## config.mk

```make
export PLATFORM = sky130hd
export DESIGN_NAME = pc_sequencer
export DESIGN_NICKNAME = d
export VERILOG_FILES = /design/src/rtl/pcs_pkg.sv /design/src/rtl/pcs_fetch_addr.sv /design/src/rtl/pcs_step_ctrl.sv /design/src/rtl/pcs_pc_chain.sv /design/src/rtl/pc_sequencer.sv
export SDC_FILE = /design/constraint.sdc
export NUM_CORES = 1
export LEC_CHECK = 0
export ABC_AREA = 1
export BUFFER_PORTS_ARGS = -buffer_cell sky130_fd_sc_hd__buf_2
export CAP_MARGIN = 40
export CORE_ASPECT_RATIO = 1.75
export CORE_MARGIN = 5
export CORE_UTILIZATION = 59
export CTS_BUF_LIST = sky130_fd_sc_hd__clkbuf_2 sky130_fd_sc_hd__clkbuf_4 sky130_fd_sc_hd__clkbuf_8
export CTS_CLUSTER_DIAMETER = 100
export CTS_CLUSTER_SIZE = 40
export DETAILED_ROUTE_END_ITERATION = 7
export PLACE_DENSITY = 0.87
export SETUP_SLACK_MARGIN = 0.4
export SLEW_MARGIN = 40
export SYNTH_ARGS = -nofsm -noshare
export SYNTH_HDL_FRONTEND = slang
export SYNTH_SLANG_ARGS = --single-unit
export TNS_END_PERCENT = 100
```

## constraint.sdc

```tcl
create_clock -name clk -period 3.9 [get_ports clk]
set_input_delay 0.39 -clock clk [delete_from_list [all_inputs] [get_ports clk]]
set_output_delay 0.39 -clock clk [all_outputs]
set_load 0.01 [all_outputs]
```

## src/rtl/pcs_pkg.sv

```systemverilog
package pcs_pkg;
    localparam int ADDR_W   = 32;
    localparam int WORD_B   = 4;
    localparam int OFF_W    = 8;
    localparam int UPC_W    = 8;
    localparam int LEN_W    = 4;
    localparam int ALIGN_W  = $clog2(WORD_B);

    typedef logic [ADDR_W-1:0] addr_t;
    typedef logic [UPC_W-1:0]  upc_t;
    typedef logic [OFF_W-1:0]  off_t;

    typedef struct packed {
        addr_t pc;
        addr_t npc;
        addr_t nnpc;
        off_t  off;
        upc_t  upc;
        upc_t  nupc;
        logic  in_macro;
    } seq_state_t;
endpackage

```

## src/rtl/pcs_fetch_addr.sv

```systemverilog
module pcs_fetch_addr
    import pcs_pkg::*;
(
    input  addr_t pc_q,
    input  off_t  off_q,
    output addr_t fetch_addr
);
    addr_t raw;
    always_comb begin
        raw = pc_q + addr_t'(off_q);
        fetch_addr = {raw[ADDR_W-1:ALIGN_W], {ALIGN_W{1'b0}}};
    end
endmodule

```

## src/rtl/pcs_step_ctrl.sv

```systemverilog
module pcs_step_ctrl
    import pcs_pkg::*;
(
    input  logic step,
    input  logic fault,
    input  logic need_more,
    input  logic is_macro,
    input  logic last_uop,
    input  logic len_en,
    input  logic in_macro_q,
    output logic hold_fetch,
    output logic use_len,
    output logic adv_pc,
    output logic adv_uop,
    output logic clr_uop,
    output logic in_macro_d
);
    logic active, decode, macro_eff;
    always_comb begin
        active     = step & ~fault;
        hold_fetch = active & need_more & ~in_macro_q;
        decode     = active & ~in_macro_q & ~need_more;
        use_len    = decode & len_en;
        macro_eff  = in_macro_q | (decode & is_macro);
        clr_uop    = (step & fault) | (active & macro_eff & last_uop);
        adv_uop    = active & macro_eff & ~last_uop;
        adv_pc     = active & ~hold_fetch & ~adv_uop;
        if (!step)
            in_macro_d = in_macro_q;
        else if (clr_uop)
            in_macro_d = 1'b0;
        else if (hold_fetch)
            in_macro_d = in_macro_q;
        else
            in_macro_d = macro_eff;
    end
endmodule

```

## src/rtl/pcs_pc_chain.sv

```systemverilog
module pcs_pc_chain
    import pcs_pkg::*;
(
    input  addr_t            pc_q,
    input  addr_t            npc_q,
    input  addr_t            nnpc_q,
    input  logic             use_len,
    input  logic [LEN_W-1:0] inst_len,
    input  logic             adv_pc,
    output addr_t            pc_d,
    output addr_t            npc_d,
    output addr_t            nnpc_d
);
    addr_t npc_w;
    always_comb begin
        npc_w  = use_len ? pc_q + addr_t'(inst_len) : npc_q;
        pc_d   = pc_q;
        npc_d  = npc_w;
        nnpc_d = nnpc_q;
        if (adv_pc) begin
            pc_d   = npc_w;
            npc_d  = nnpc_q;
            nnpc_d = nnpc_q + addr_t'(WORD_B);
        end
    end
endmodule

```

## src/rtl/pc_sequencer.sv

```systemverilog
module pc_sequencer
    import pcs_pkg::*;
(
    input  logic             clk,
    input  logic             rst_n,
    input  logic [31:0]      reset_vec,
    input  logic             step,
    input  logic             fault,
    input  logic             need_more,
    input  logic             is_macro,
    input  logic             last_uop,
    input  logic             len_en,
    input  logic [3:0]       inst_len,
    output logic [31:0]      fetch_addr,
    output logic [31:0]      pc,
    output logic [31:0]      npc,
    output logic [31:0]      nnpc,
    output logic [7:0]       upc,
    output logic [7:0]       nupc,
    output logic             in_macro
);
    seq_state_t st_q, st_d;
    logic hold_fetch, use_len, adv_pc, adv_uop, clr_uop, in_macro_d;
    addr_t pc_d, npc_d, nnpc_d;

    pcs_step_ctrl u_ctrl (
        .step(step), .fault(fault), .need_more(need_more),
        .is_macro(is_macro), .last_uop(last_uop), .len_en(len_en),
        .in_macro_q(st_q.in_macro), .hold_fetch(hold_fetch),
        .use_len(use_len), .adv_pc(adv_pc), .adv_uop(adv_uop),
        .clr_uop(clr_uop), .in_macro_d(in_macro_d)
    );

    pcs_pc_chain u_chain (
        .pc_q(st_q.pc), .npc_q(st_q.npc), .nnpc_q(st_q.nnpc),
        .use_len(use_len), .inst_len(inst_len), .adv_pc(adv_pc),
        .pc_d(pc_d), .npc_d(npc_d), .nnpc_d(nnpc_d)
    );

    pcs_fetch_addr u_fa (
        .pc_q(st_q.pc), .off_q(st_q.off), .fetch_addr(fetch_addr)
    );

    always_comb begin
        st_d = st_q;
        if (!rst_n) begin
            st_d.pc       = reset_vec;
            st_d.npc      = reset_vec + addr_t'(WORD_B);
            st_d.nnpc     = reset_vec + addr_t'(2 * WORD_B);
            st_d.off      = '0;
            st_d.upc      = '0;
            st_d.nupc     = upc_t'(1);
            st_d.in_macro = 1'b0;
        end else if (step) begin
            st_d.pc       = pc_d;
            st_d.npc      = npc_d;
            st_d.nnpc     = nnpc_d;
            st_d.in_macro = in_macro_d;
            if (hold_fetch)
                st_d.off = st_q.off + off_t'(WORD_B);
            else
                st_d.off = '0;
            if (clr_uop) begin
                st_d.upc  = '0;
                st_d.nupc = upc_t'(1);
            end else if (adv_uop) begin
                st_d.upc  = st_q.nupc;
                st_d.nupc = st_q.nupc + upc_t'(1);
            end
        end
    end

    always_ff @(posedge clk) begin
        st_q <= st_d;
    end

    assign pc       = st_q.pc;
    assign npc      = st_q.npc;
    assign nnpc     = st_q.nnpc;
    assign upc      = st_q.upc;
    assign nupc     = st_q.nupc;
    assign in_macro = st_q.in_macro;
endmodule

```

==> flow_summary.toml <==
[sta]
clock_skew_ps = 15.3
period_needed_ps = 3210
post-route-period-util_pct = 82.4
grt_setup_unrepaired = "no"
tightest_slew_ps = 706
finalSetupViolations = 0
final.setup.tns_ps = 0
max_clock_freq_mhz = 311
worst_slew_margin_rel_pct = 53.0
fin_worst_hold_slack_ps = 264
report.final.slew_viol_count = 0
hold_viol_final = 0

[synthesis]
mappedNetlistArea_um2 = 10300
synth.distinct_cells = 46
synthMuxAreaShare_pct = 0
seq_area_frac_synth_pct = 33.0
synth_compound_area_share_pct = 10.6
synth_warnings = 0
postSynthRegisterBits = 121
synthArstFlopShare_pct = 0
synth_xor_area_share_pct = 5.21
synth_simple_gate_area_share_pct = 33.0
synth.avg_cell_area_um2 = 6.82
synth_top_family_by_area = "simple AND/OR/NAND/NOR gates"
post_synthesis_adder_cell_area_fraction_pct = 2.15
gate_count_of_the_mapped_netlist = 1503
synth-edff-count = 96
synth_ff_type = "edfxtp_1"

[route]
via_count = 10200
drt_wl_total_um = 33900
via_cell_ratio = 5.65
detail-route-antenna-nets = 0
iteration_0_drc_markers = 983
first_pass_iters = 6
routed_wire_per_std_cell_um = 18.7
drcViolationCount = 0

[run]
max_cap_viol_count = 0

[clock_network]
clock_tree.htree_level_count = 4
cts.hold.buffers_added = 0
ctsResizeCount = 0
root_buffer = "clkbuf_8"
clkLatencyLatePin_ps = 470
post_cts_buffers = 0
clk_transition_reported_paths_ps = 80
clock_sinks = 121
clockBufferDepth = 2
tritoncts.num_buffers = 17
cts_tree = "yes"

[placement]
gp_congestion = 0.996
hpwl_um = 27000
port_buffers = 186

[power_and_ir_drop]
power_per_cell_area_nw_per_um2 = 335
leakage_nw = 5.03
vdd_ir_drop_max_v = 0.000268

[grt]
grt_first_pass_wirelength_um = 52100
number_of_global_route_vias_before_repair = 9877
pin_count_of_the_biggest_net_entering_global_routing = 54
grt_usage_pct = 33.9
global_route.overflow_total = 0
initial_antenna_violation_count = 1

[worst_setup_path]
worst_ep_required_time_ps = 3510
arrival_ps = 2820
r2r_end = "npc[22]$_DFFE_PP_"
regToRegSetupSlack_ps = 1370
end_kind = "primary output"
cp_max_fo = 5
critical_path_class = "flip-flop to primary output"
reg2reg_from = "pc[0]$_DFFE_PP_"
start_kind = "flip-flop"
setup.worst_path.start = "pc[1]$_DFFE_PP_"
worstRegToRegCells = 15

[outcome]
outcome = "completed"

[floorplan]
placement_rows = 63
fp.dieArea_um2 = 20200
core_um2 = 17000
num_io_pins = 189
die_width_um = 110
floorplan.initialDensity_pct = 60.2
die_y_um = 184

[final_layout]
nFillCells = 1659
mostFrequentLayoutCells = "423 x nand2_1, 186 x buf_2, 154 x inv_1"
layout-drive-gt1-share_pct = 17.5
layout_commonest_cell = "nand2_1"
syn_to_final_growth_pct = 6.76
finish.net_count = 1628

[min_path]
holdCritPathClass = "primary input to flip-flop"
hold-path-cell-count = 3
min_delay_worst_endpoint = "in_macro$_SDFFE_PN0P_"
worstHoldStart = "is_macro"
## area by class of cell
| type | instances | area (um2) | share of cell area, % |
|---|---|---|---|
| Clock buffer | 18 | 248 | 2.26 |
| Multi-Input combinational cell | 1068 | 5240 | 47.8 |
| Sequential cell | 121 | 3380 | 30.9 |
| Timing Repair Buffer | 197 | 1010 | 9.26 |
| Inverter | 162 | 609 | 5.57 |
| Clock inverter | 14 | 169 | 1.54 |
| Antenna cell | 1 | 2.50 | 0.0229 |
| Tap cell | 227 | 284 | 2.60 |
## worst max path at each step
stage | endpoint | slack [ps] | depth (start not counted)
2_1_floorplan | nnpc[10]$_DFFE_PP_ | 880 | 9
3_3_place_gp | npc[24]$_DFFE_PP_ | 1260 | 9
3_5_place_dp | fetch_addr[30] | 1180 | 10
4_1_cts | fetch_addr[30] | 680 | 10
5_1_grt | fetch_addr[30] | 570 | 10
6_report | fetch_addr[30] | 690 | 10
## kinds of logic after synthesis
| kind of cell | Yosys count |
|---|---|
| buffers and inverters | 315 |
| flip-flops | 121 |
| XOR/XNOR | 61 |
| AND/OR/NAND/NOR | 789 |
| adder cells (fa/ha/maj) | 17 |
| AO/OA/AOI/OAI | 199 |
| other | 1 |
## through the flow
step	std cells	utilization, %	total power [mW]	setup WS [ps]	cell area, um2
5_1_grt	1808	64.3	3.82	566	10900
3_3_place_gp	1775	61.8	2.44	1260	10500
3_5_place_dp	1775	61.8	2.45	1180	10500
2_1_floorplan	1504	-	2.25	880	10300
4_1_cts	1807	64.3	3.66	677	10900
6_report	1808	64.3	3.67	686	10900
## synthesized netlist by cell type (2+ instances only)
cell type	number	area, um2
nor3_1	29	145
o21ai_1	27	135
nand2_2	3	18.8
o211ai_1	8	60.1
nand4_1	29	181
a21oi_1	39	195
nor3b_1	3	22.5
edfxtp_1	96	2880
nor3_2	3	30.0
a22oi_1	2	15.0
nor2_4	4	45.0
buf_4	117	878
nand2_1	424	1590
a21o_1	5	37.5
inv_1	154	578
o21ai_0	85	425
inv_2	7	26.3
clkbuf_2	2	10.0
clkbuf_1	17	63.8
or2_2	17	106
ha_1	16	200
a31oi_1	4	25.0
nor2_2	11	68.8
o22ai_1	24	150
xor2_1	54	473
buf_1	5	18.8
buf_2	12	60.1
xnor2_1	7	61.3
nand3_1	110	551
nand3b_1	3	22.5
dfxtp_1	25	500
nor2_1	147	552
## flip-flops by register name, indices dropped and copies added, names as in the netlist
signal and flops:
nnpc 32, npc 32, pc 32, nupc 8
st_q 8, upc 8, in_macro 1
## power by group
group / switching, mW / internal, mW / total, mW / leakage, nW
clock network: 0.571 / 0.650 / 1.22 / 0.200
logic: 0.511 / 0.271 / 0.782 / 3.63
registers: 0.140 / 1.52 / 1.66 / 1.20
total: 1.22 / 2.44 / 3.67 / 5.03
## worst max-delay path, cell delays in order (launching register included)
cell      delay [ps]
edfxtp_1         440
ha_1             300
nand3_1           70
nand2_1          110
nand3_1           80
nand2_1          170
nand3_1           90
a21oi_1          560
nand2_1          150
xor2_1           220
buf_2            170
## routing by layer
layer,wire (um),vias to the layer above,global-route usage [%]
li1,-,4946,-
met1,12500,4580,38.6
met2,16900,549,58.7
met3,2150,140,4.42
met4,2340,0,21.3
met5,0,-,0
(Power assumes the default switching activity.)
